## config.mk

```make
export PLATFORM = sky130hd
export DESIGN_NAME = shift_unit
export DESIGN_NICKNAME = d
export VERILOG_FILES = /design/src/rtl/shift_pkg.sv /design/src/rtl/rst_sync.sv /design/src/rtl/sign_count.sv /design/src/rtl/bshift_core.sv /design/src/rtl/shift_unit.sv
export SDC_FILE = /design/constraint.sdc
export NUM_CORES = 1
export LEC_CHECK = 0
export BUFFER_PORTS_ARGS = -buffer_cell sky130_fd_sc_hd__clkbuf_2
export CORE_MARGIN = 2
export CORE_UTILIZATION = 55
export CTS_BUF_LIST = sky130_fd_sc_hd__clkbuf_2 sky130_fd_sc_hd__clkbuf_4 sky130_fd_sc_hd__clkbuf_8
export DETAILED_ROUTE_END_ITERATION = 10
export HOLD_SLACK_MARGIN = 0.06
export PLACE_DENSITY = 0.87
export SLEW_MARGIN = 25
export SYNTH_ARGS = -nofsm -noshare
export SYNTH_HDL_FRONTEND = slang
export SYNTH_SLANG_ARGS = --single-unit
```

## constraint.sdc

```tcl
create_clock -name clk -period 1.09 [get_ports clk]
set_input_delay 0.218 -clock clk [delete_from_list [all_inputs] [get_ports clk]]
set_output_delay 0.218 -clock clk [all_outputs]
set_load 0.03 [all_outputs]
```

## src/rtl/shift_pkg.sv

```systemverilog
package shift_pkg;
  typedef enum logic [2:0] {
    OP_LSH    = 3'd0,
    OP_ASH    = 3'd1,
    OP_NORM   = 3'd2,
    OP_DENORM = 3'd3,
    OP_EXP    = 3'd4
  } sh_op_e;
endpackage

```

## src/rtl/rst_sync.sv

```systemverilog
// Asynchronous assertion, synchronous release of an active-low reset.
module rst_sync #(
  parameter int STAGES = 2
) (
  input  logic clk,
  input  logic arst_n,
  output logic srst_n
);
  logic [STAGES-1:0] chain_q;
  logic [STAGES-1:0] chain_d;

  always_comb chain_d = {chain_q[STAGES-2:0], 1'b1};

  always_ff @(posedge clk or negedge arst_n) begin
    if (!arst_n) chain_q <= '0;
    else         chain_q <= chain_d;
  end

  assign srst_n = chain_q[STAGES-1];
endmodule

```

## src/rtl/sign_count.sv

```systemverilog
// Counts bits below the MSB that match the MSB, stopping at the first mismatch.
module sign_count #(
  parameter int DW = 16
) (
  input  logic [DW-1:0]         word,
  output logic [$clog2(DW)-1:0] count
);
  localparam int CNT_W = $clog2(DW);

  logic [DW-2:0] run;

  assign run[DW-2] = (word[DW-2] == word[DW-1]);

  generate
    for (genvar k = DW - 3; k >= 0; k--) begin : g_run
      assign run[k] = run[k+1] & (word[k] == word[DW-1]);
    end
  endgenerate

  always_comb begin
    count = '0;
    for (int i = 0; i < DW - 1; i++) begin
      count = count + CNT_W'(run[i]);
    end
  end
endmodule

```

## src/rtl/bshift_core.sv

```systemverilog
// Logarithmic bidirectional shifter with a selectable right-side fill bit.
module bshift_core #(
  parameter int RW   = 32,
  parameter int SH_W = 6
) (
  input  logic [RW-1:0]   field,
  input  logic            fill,
  input  logic [SH_W-1:0] amt,
  output logic [RW-1:0]   shifted
);
  localparam int ST = $clog2(RW);

  logic            go_left;
  logic [SH_W-1:0] mag;
  logic            too_far;

  logic [RW-1:0] lv [ST+1];
  logic [RW-1:0] rv [ST+1];

  always_comb begin
    go_left = ~amt[SH_W-1];
    mag     = go_left ? amt : (SH_W'(0) - amt);
    too_far = |mag[SH_W-1:ST];
  end

  assign lv[0] = field;
  assign rv[0] = field;

  generate
    for (genvar s = 0; s < ST; s++) begin : g_stage
      localparam int DIST = 1 << s;
      assign lv[s+1] = mag[s] ? {lv[s][RW-1-DIST:0], {DIST{1'b0}}} : lv[s];
      assign rv[s+1] = mag[s] ? {{DIST{fill}}, rv[s][RW-1:DIST]}    : rv[s];
    end
  endgenerate

  always_comb begin
    if (too_far) shifted = go_left ? '0 : {RW{fill}};
    else         shifted = go_left ? lv[ST] : rv[ST];
  end
endmodule

```

## src/rtl/shift_unit.sv

```systemverilog
module shift_unit
  import shift_pkg::*;
#(
  parameter int DW   = 16,
  parameter int SH_W = 6
) (
  input  logic                  clk,
  input  logic                  rst_n,
  input  logic                  in_valid,
  input  logic [2:0]            op,
  input  logic [DW-1:0]         din,
  input  logic [SH_W-1:0]       shamt,
  input  logic                  place_hi,
  input  logic                  or_mode,
  output logic [2*DW-1:0]       result,
  output logic [$clog2(DW):0]   expo
);
  localparam int RW    = 2 * DW;
  localparam int CNT_W = $clog2(DW);
  localparam int EXP_W = CNT_W + 1;

  logic              srst_n;
  logic              is_shift;
  logic              arith;
  logic [RW-1:0]     placed;
  logic              fill;
  logic [SH_W-1:0]   amt_sel;
  logic [RW-1:0]     shifted;
  logic [CNT_W-1:0]  rsb_cnt;
  logic [EXP_W-1:0]  neg_cnt;

  logic [RW-1:0]     result_d, result_q;
  logic [EXP_W-1:0]  expo_d,   expo_q;

  rst_sync #(.STAGES(2)) u_rst (
    .clk    (clk),
    .arst_n (rst_n),
    .srst_n (srst_n)
  );

  sign_count #(.DW(DW)) u_cnt (
    .word  (din),
    .count (rsb_cnt)
  );

  // Operand decode and placement
  always_comb begin
    is_shift = (op == OP_LSH) || (op == OP_ASH) || (op == OP_NORM) || (op == OP_DENORM);
    arith    = (op == OP_ASH) || (op == OP_NORM) || (op == OP_DENORM);
    if (place_hi)   placed = {din, {DW{1'b0}}};
    else if (arith) placed = {{DW{din[DW-1]}}, din};
    else            placed = {{DW{1'b0}}, din};
    fill    = arith & placed[RW-1];
    neg_cnt = EXP_W'(0) - EXP_W'(rsb_cnt);
    case (op)
      OP_NORM:   amt_sel = SH_W'(rsb_cnt);
      OP_DENORM: amt_sel = {{(SH_W-EXP_W){expo_q[EXP_W-1]}}, expo_q};
      default:   amt_sel = shamt;
    endcase
  end

  bshift_core #(.RW(RW), .SH_W(SH_W)) u_core (
    .field   (placed),
    .fill    (fill),
    .amt     (amt_sel),
    .shifted (shifted)
  );

  // Next state
  always_comb begin
    result_d = result_q;
    expo_d   = expo_q;
    if (is_shift) begin
      result_d = shifted | (or_mode ? result_q : '0);
    end
    if ((op == OP_NORM) || (op == OP_EXP)) begin
      expo_d = neg_cnt;
    end
  end

  // State registers, clock enable = in_valid
  always_ff @(posedge clk or negedge srst_n) begin
    if (!srst_n) begin
      result_q <= '0;
      expo_q   <= '0;
    end else if (in_valid) begin
      result_q <= result_d;
      expo_q   <= expo_d;
    end
  end

  assign result = result_q;
  assign expo   = expo_q;
endmodule

```

==> metrics.md, run 1 <==
| Metric | Value |
|---|---|
| Status | `did not finish` |
| Halt Stage | `global routing` |
| First error | `[ERROR GRT-0232] Routing congestion too high. Check the congestion heatmap in the GUI.` |
| Synth Flop Type | `dfrtp_1` |
| Commonest cells post-synth | `92 x nand2_1, 68 x mux2i_1, 52 x nor2_1` |
| Post-Syn Area per Cell | `7.63 µm²` |
| Final GP Congestion | `between 1 and 1.5` |
| Synth cell types | `between 90 and 100` |
| PortBufs | `66` |
| Asr flop ratio synth | `1.00` |
| Chip height | `109 µm` |
| Num CTS Buffers | `5` |
| GR Overflow Total | `73` |
| Pin count of the biggest net entering global routing | `29` |
| Pre-CTS WS | `-5.79 ns` |
| Maximum clock insertion buffer count | `2` |
| Initial Util | `0.562` |
| Total track usage | `0.771` |
| CTS root buffer | `clkbuf_8` |
| Synth Net Count | `840` |
| Area fraction of the dominant cell type after synthesis | `0.161` |
| HPWL after detailed placement | `about 21000 µm` |
| Largest area contributor in the netlist | `dfrtp_1` |
| # clock sinks | `39` |
| Cell Area, Synth | `0.00606 mm²` |
| Num ports | `67` |
| Post-DP Area | `0.00839 mm²` |
| #FFs+latches synth | `39` |
| Number of synthesized flops with an enable pin | `0` |
| CTS HTree Levels | `2` |
| Cells after Synth | `just under 800` |
| Rows | `38` |
| Area contributors post-synth | `dfrtp_1 16%, mux2i_1 11%, nand2_1 5.7%` |
| Register area share after synthesis | `0.161` |
| Synth warnings | `0` |
| Die width | `around 110 µm` |
| Count leader, synth | `nand2_1` |
-- routing by layer --
metal / overflow / global-route usage
met4: 42 / 0.809
met3: 2 / 0.602
met1: 3 / 0.770
met2: 26 / 0.918
met5: 0 / 0.366
-- stage by stage --
stage          std cells   util
2_1_floorplan        794      -
3_3_place_gp        1176  0.778
3_5_place_dp        1176  0.778
4_1_cts             1207  0.881
-- timing repair --
item	CTS
hold buffers	1
setup buffers	23
gates resized for setup	173
endpoints found under the setup margin	73
cloned	0
endpoints found under the hold margin	2
pin swaps	23
-- cell families after synthesis --
kind of cell | share of synthesized area
AND/OR/NAND/NOR | 0.191
buffers and inverters | 0.0848
AO/OA/AOI/OAI | 0.352
multiplexers | 0.143
XOR/XNOR | 0.0252
flip-flops | 0.161
other | 0.000619
adder cells (fa/ha/maj) | 0.0429
==> run 2: changes to the inputs <==
- CORE_UTILIZATION: 55 -> 40
- CTS_BUF_LIST: sky130_fd_sc_hd__clkbuf_2 sky130_fd_sc_hd__clkbuf_4 sky130_fd_sc_hd__clkbuf_8 -> unset
- HOLD_SLACK_MARGIN: 0.06 -> unset
- PLACE_DENSITY: 0.87 -> unset
- PLACE_DENSITY_LB_ADDON: unset -> 0.15
- clock period: 1.09 -> 1.4 ns (I/O delays scaled with it)
==> run 2 against run 1 <==
Compared with the run above: the flow now finishes, with violations (setup timing); synthesized cell count is the same; synthesized area is the same.
==> metrics.md, run 2 <==
| Metric | Value |
|---|---|
| Status | `finished with violations` |
| Failing checks | `setup timing` |
| Ant. Diodes | `0` |
| Area fraction of the dominant cell type after synthesis | `0.161` |
| Slew Limit Fails | `0` |
| Num CTS Buffers | `5` |
| Crit Path Max Fanout | `7` |
| DP Cell Count | `1240` |
| Count leader, synth | `nand2_1` |
| Worst setup SP type | `input port` |
| Reg2reg path depth | `12` |
| Synth Net Count | `840` |
| Most common cell after layout, fill and taps aside | `buf_4` |
| Final GP Congestion | `just over 1` |
| Final hold viol count | `0` |
| Largest area contributor in the netlist | `dfrtp_1` |
| Total track usage | `0.379` |
| Final ANT Viol Nets | `0` |
| Area contributors post-synth | `dfrtp_1 16%, mux2i_1 11%, nand2_1 5.7%` |
| #FFs+latches synth | `39` |
| Chip height | `127 µm` |
| Die width | `127 µm` |
| Fin nets | `1141` |
| Max-cap violations | `0` |
| Synth-to-layout area growth | `66.5%` |
| Max FFs per register | `32` |
| Num ports | `67` |
| Core Footprint | `~0.015 mm²` |
| Post-Syn Area per Cell | `7.63 µm²` |
| Cells after Synth | `794` |
| Overall power | `approximately 0.012 W` |
| First-pass GRT wire length | `47200 µm` |
| RSZ-0062 raised after global routing | `yes` |
| Worst R2R Start | `expo[0]` |
| Number of synthesized flops with an enable pin | `0` |
| Crit path capture | `result[28]` |
| Synth warnings | `0` |
| Layout cells sized above 1 | `0.527` |
| CP Capture Type | `register` |
| Final period utilization | `4.61` |
| Worst vdd ir | `around 0.91 mV` |
| Period minus WS final | `6.46 ns` |
| Via count | `8278` |
| Commonest cells post-synth | `92 x nand2_1, 68 x mux2i_1, 52 x nor2_1` |
| Critical Path AT | `about 6.6 ns` |
| Peak Freq | `0.155 GHz` |
| Rows | `44` |
| CTS HTree Levels | `2` |
| Initial DRC count | `1012` |
| # clock sinks | `39` |
| Cell Area, Synth | `0.00606 mm²` |
| Power Density | `1200 mW/mm²` |
| Path type of the worst setup path | `input port to register` |
| LEAKAGE | `4.39 nW` |
| PortBufs | `66` |
| CTS root buffer | `clkbuf_16` |
| Die area | `0.0162 mm²` |
| Most frequent cells in the layout | `267 x buf_4, 85 x nand2_1, 62 x clkbuf_2` |
| R2r setup slk | `-1.73 ns` |
| Asr flop ratio synth | `1.00` |
| Pin count of the biggest net entering global routing | `38` |
| Maximum clock insertion buffer count | `2` |
| Synth cell types | `95` |
| Vias/cell | `between 6 and 7` |
| Drt pass-1 iters | `5` |
| Initial Util | `0.414` |
| CP startpoint | `din[10]` |
| Worst path max stage delay | `0.51 ns` |
| Worst R2R End | `result[27]` |
| Slowest stage cell, crit path | `fa_1` |
| GR Overflow Total | `0` |
| Fin cells | `1280` |
| Synth Flop Type | `dfrtp_1` |
| Relative slew slack | `0.558` |
| Final setup vio count | `37` |
| Worst-path clk slew | `around 0.060 ns` |
| Final WS setup | `-5.06 ns` |
| Vias in the first global route | `8049` |
| Initial antenna violation count | `0` |
| CTS tree | `done` |
| Register area share after synthesis | `0.161` |
| Worst-skew pair later-pin latency | `about 0.30 ns` |
| HPWL after detailed placement | `23500 µm` |
| Hold WC Path Type | `input port to async pin` |
| # DRC | `0` |
| Most frequent CP cell | `fa_1` |
| Worst-Margin Slew | `0.644 ns` |
| Worst Skew | `0.00476 ns` |
| Drt total wl | `31400 µm` |
| Wire length per cell | `24.5 µm` |
| Worst Path Required | `1.58 ns` |
==> run 2: kinds of logic after synthesis <==
| family | Yosys count | share of synthesized area |
|---|---|---|
| multiplexers | 79 | 0.143 |
| other | 1 | 0.000619 |
| XOR/XNOR | 14 | 0.0252 |
| AND/OR/NAND/NOR | 244 | 0.191 |
| adder cells (fa/ha/maj) | 16 | 0.0429 |
| AO/OA/AOI/OAI | 296 | 0.352 |
| flip-flops | 39 | 0.161 |
| buffers and inverters | 105 | 0.0848 |
==> run 2: worst min-delay path by stage <==
stage	startpoint	to	slack, ns	cells past startpoint
after CTS	rst_n	u_rst.chain_q[0]	0.29	2
final	rst_n	u_rst.chain_q[0]	0.29	2
after global placement	rst_n	u_rst.chain_q[1]	0.06	1
after floorplan	rst_n	u_rst.chain_q[0]	-0.02	0
after global routing	rst_n	u_rst.chain_q[0]	0.30	2
after detailed placement	rst_n	u_rst.chain_q[0]	0.07	1
==> run 2: power by group <==
| group | switching, W | internal (W) |
|---|---|---|
| Clock | 0.000569 | 0.000844 |
| Combinational | 0.00504 | 0.00387 |
| Sequential | 0.000272 | 0.00152 |
| Total | 0.00588 | 0.00623 |
==> run 2: cell type report <==
| type | count | area [µm²] |
|---|---|---|
| Multi-Input combinational cell | 650 | 5710 |
| Fill cell | 1173 | 4550 |
| Timing Repair Buffer | 374 | 2910 |
| Sequential cell | 39 | 976 |
| Tap cell | 184 | 230 |
| Clock buffer | 5 | 125 |
| Inverter | 25 | 98.8 |
| Clock inverter | 3 | 43.8 |
==> run 2: per-layer routing <==
layer | wire (µm) | vias up | GRT usage | share of wire
met1 | 12300 | 4026 | 0.504 | 0.39
met3 | 3350 | 109 | 0.0875 | 0.11
met5 | 0 | - | 0 | 0
met4 | 1430 | 0 | 0.162 | 0.045
met2 | 14300 | 505 | 0.594 | 0.46
li1 | - | 3638 | - | -
==> run 2: critical path, delay by kind of cell <==
kind,cells,cell delay (ns)
fa+ha+maj,7,2.63
compound gates,9,1.69
mux,3,0.59
buf+inv,6,0.61
simple gates,4,0.79
==> run 2: timing repair <==
item                       CTS  global route
gates cloned                 0             1
hold buffers                 1             0
setup endpoints to repair   37            37
resized for setup          126           102
hold endpoints to repair     2             0
setup buffers               16            18
pin swaps                   57            66
==> run 2: per-stage QoR <==
stage                     worst slack, ns   util  cell area [µm²]  TNS, ns  hold WS (ns)
after floorplan                     -4.88      -             6300  -168.50       -0.0156
after global placement              -5.41  0.588             8610  -185.25        0.0645
after detailed placement            -5.55  0.588             8610  -190.76        0.0659
after CTS                           -5.05  0.646             9470  -173.88         0.291
after global routing                -5.26  0.689            10100  -181.26         0.305
final                               -5.06  0.689            10100  -173.23         0.291
(Power assumes the default switching activity.)
==> run 3: changes to the inputs <==
- SYNTH_HIERARCHICAL: unset -> 1
==> run 3 against run 2 <==
Compared with the run above: the flow still finishes with violations (setup timing); maximum frequency grew 2.0%; total power grew 4.0%; setup slack better by 0.13 ns; global-route usage decreased by 3.8 points; die area is 4.1% higher; final area rose by 1.1%; hold slack improved by 0.0094 ns; synthesized cell count decreased by 7.3%; clock power decreased by 3%; sequential power grew 2%; critical path depth decreased by 1; critical path type unchanged; largest cell class unchanged.
==> metrics.md, run 3 <==
| Metric | Value |
|---|---|
| CP Capture Type | `register` |
| Failing checks | `setup timing` |
| Via count | `7511` |
| Worst-Margin Slew | `0.488 ns` |
| # clock sinks | `39` |
| Final GP Congestion | `~1.0` |
| # DRC | `0` |
| Synth warnings | `6` |
| Crit path capture | `result[9]` |
| Period minus WS final | `6.33 ns` |
| Fin nets | `about 1100` |
| Critical Path AT | `6.52 ns` |
| Final WS setup | `-4.93 ns` |
| Top delay family on crit path | `adder cells` |
| Worst-path clk slew | `0.07 ns` |
| Pin count of the biggest net entering global routing | `38` |
| Final TNS setup | `-166.86 ns` |
| Worst setup SP type | `input port` |
| DP Cell Count | `between 1000 and 1500` |
| Post-Syn Area per Cell | `8.58 µm²` |
| Commonest cells post-synth | `132 x mux2i_1, 96 x nand2_1, 39 x dfrtp_1, 39 x mux2_2, 37 x nor2_1` |
| Power Density | `approximately 1200 mW/mm²` |
| Register Area | `976 µm²` |
| Layout cells sized above 1 | `0.536` |
| Most common cell after layout, fill and taps aside | `buf_4` |
| PortBufs | `66` |
| Chip height | `130 µm` |
| Area contributors post-synth | `mux2i_1 21%, dfrtp_1 15%, mux2_2 7.0%` |
| Most frequent cells in the layout | `275 x buf_4, 94 x nand2_1, 86 x mux2i_1` |
| Most frequent CP cell | `fa_1` |
| Worst R2R End | `result[9]` |
| Cells after Synth | `736` |
| Initial DRC count | `747` |
| Die area | `0.0168 mm²` |
| Worst Skew | `0.00446 ns` |
| CTS HTree Levels | `2` |
| CP startpoint | `din[15]` |
| Rows | `45` |
| Hold WC Path Type | `register to async pin` |
| Cell Area, Synth | `0.00632 mm²` |
| Synth Net Count | `around 800` |
| Status | `finished with violations` |
| Worst Path Required | `1.59 ns` |
| HPWL after detailed placement | `22900 µm` |
| Initial Util | `0.413` |
| Drt total wl | `28400 µm` |
| Worst-skew pair later-pin latency | `0.29 ns` |
| Worst R2R Start | `expo[0]` |
| Levels on crit path | `28` |
| Number of synthesized flops with an enable pin | `0` |
| Die width | `130 µm` |
| Vias in the first global route | `7503` |
| CTS tree | `done` |
| Register area share after synthesis | `0.154` |
| Slew Limit Fails | `0` |
| Largest area contributor in the netlist | `mux2i_1` |
| Fin cells | `1268` |
| Final hold viol count | `0` |
| Slowest stage cell, crit path | `fa_1` |
| Core Footprint | `roughly 0.015 mm²` |
| #FFs+latches synth | `39` |
| Synth Flop Type | `dfrtp_1` |
| Max FFs per register | `32` |
| Drt pass-1 iters | `6` |
| Worst Path Buf+Inv | `9` |
| GR Overflow Total | `0` |
| Total track usage | `0.341` |
| Maximum clock insertion buffer count | `2` |
| Peak Freq | `0.158 GHz` |
| Relative slew slack | `0.666` |
| Initial antenna violation count | `0` |
| Max-cap violations | `0` |
| Pre-CTS WS | `-5.33 ns` |
| Count leader, synth | `mux2i_1` |
| Final period utilization | `4.52` |
| RSZ-0062 raised after global routing | `yes` |
| Multi-input gate area | `a little under 0.006 mm²` |
| R2r setup slk | `-1.75 ns` |
| Worst path max stage delay | `0.55 ns` |
| Final ANT Viol Nets | `0` |
| Reg2reg path depth | `13` |
| Area fraction of the dominant cell type after synthesis | `0.209` |
| Final setup vio count | `37` |
| Num ports | `67` |
| Worst vdd ir | `0.824 mV` |
| First-pass GRT wire length | `about 43000 µm` |
| Synth-to-layout area growth | `61.5%` |
| Final design utilization | `0.666` |
| Synth cell types | `78` |
| Crit Path Max Fanout | `12` |
| Path type of the worst setup path | `input port to register` |
| Num CTS Buffers | `5` |
| Vias/cell | `a little under 6` |
| Ant. Diodes | `0` |
| Fill cell count | `1230` |
| CTS root buffer | `clkbuf_16` |
| Wire length per cell | `22.4 µm` |
| LEAKAGE | `4.77 nW` |
| Asr flop ratio synth | `1.00` |
[run 3: cell count changes after synthesis, sizes merged, moves of 10 or more]
cell | previous run | this run
nor2b | 2 | 19
a22o | 4 | 33
a211oi | 18 | 7
clkbuf | 38 | 18
mux4 | 3 | 13
a221oi | 17 | 6
nand3 | 33 | 15
mux2 | 6 | 43
nor2 | 55 | 38
or3 | 15 | 5
o21ai | 67 | 24
mux2i | 70 | 132
a22oi | 13 | 3
a21oi | 51 | 25
[run 3: cells by family (layout without fill, tap and decap cells)]
group                      count (synthesis)  after routing  share of synthesized area
and+or+nand+nor                          230            230                      0.181
AOI/OAI and AO/OA                        171            171                      0.203
xor gates and xnor gates                  14             14                     0.0230
DFF                                       39             39                      0.154
buffers and inverters                     80            401                     0.0705
muxes                                    188            188                      0.332
other                                      1              1                   0.000594
adders and majority gates                 13             13                     0.0353
[run 3: how the worst min path moves through the flow]
stage / slack [ns] / cells past startpoint / start / end
global route: 0.31 / 2 / rst_n / u_rst/chain_q[0]
detailed placement: 0.07 / 1 / rst_n / u_rst/chain_q[1]
floorplan: -0.02 / 0 / rst_n / u_rst/chain_q[0]
global placement: 0.07 / 1 / rst_n / u_rst/chain_q[1]
finish: 0.30 / 1 / u_rst/chain_q[1] / expo[4]
CTS: 0.30 / 2 / rst_n / u_rst/chain_q[0]
[run 3: worst register-to-register path: cells and delay by family, from the launching register on]
kind            cells  cell delay [ns]
mux                 4             0.90
buf+inv             3             0.46
simple gates        2             0.71
flops               1             0.39
compound gates      3             0.40
fa+ha+maj           1             0.20
[run 3: metal layers]
metal,global-route usage,share of wire,vias to the layer above,wire length (µm)
li1,-,-,3413,-
met3,0.0619,0.078,79,2220
met5,0,0,-,0
met1,0.445,0.41,3644,11700
met2,0.571,0.47,375,13400
met4,0.117,0.041,0,1170
[run 3: per-stage QoR]
stage	hold WS [ns]	cell area, µm²	total power, W
2_1_floorplan	-0.0156	6550	0.00636
3_3_place_gp	0.0655	9050	0.00980
3_5_place_dp	0.0692	9050	0.00984
4_1_cts	0.304	9940	0.0121
5_1_grt	0.308	10200	0.0132
6_report	0.300	10200	0.0126
[run 3: power by group]
part	switching (W)	leakage, nW	total, W	internal (W)
Clock	0.000530	0.0838	0.00137	0.000842
Sequential	0.000286	0.481	0.00183	0.00154
Combinational	0.00500	4.20	0.00941	0.00441
Total	0.00581	4.77	0.0126	0.00679
[run 3: area by class of cell]
| class | count | area share |
|---|---|---|
| Multi-Input combinational cell | 617 | 0.569 |
| Clock inverter | 3 | 0.00429 |
| Timing Repair Buffer | 374 | 0.286 |
| Tap cell | 211 | 0.0259 |
| Inverter | 19 | 0.00723 |
| Clock buffer | 5 | 0.0123 |
| Sequential cell | 39 | 0.0956 |
[run 3: repair_timing]
| item | 4_1_cts | 5_1_grt |
|---|---|---|
| setup endpoints to repair | 37 | 37 |
| setup buffers | 17 | 7 |
| endpoints found under the hold margin | 2 | 0 |
| pin swaps | 23 | 14 |
| gates cloned | 1 | 0 |
| resized for setup | 114 | 51 |
| hold buffers | 1 | 0 |
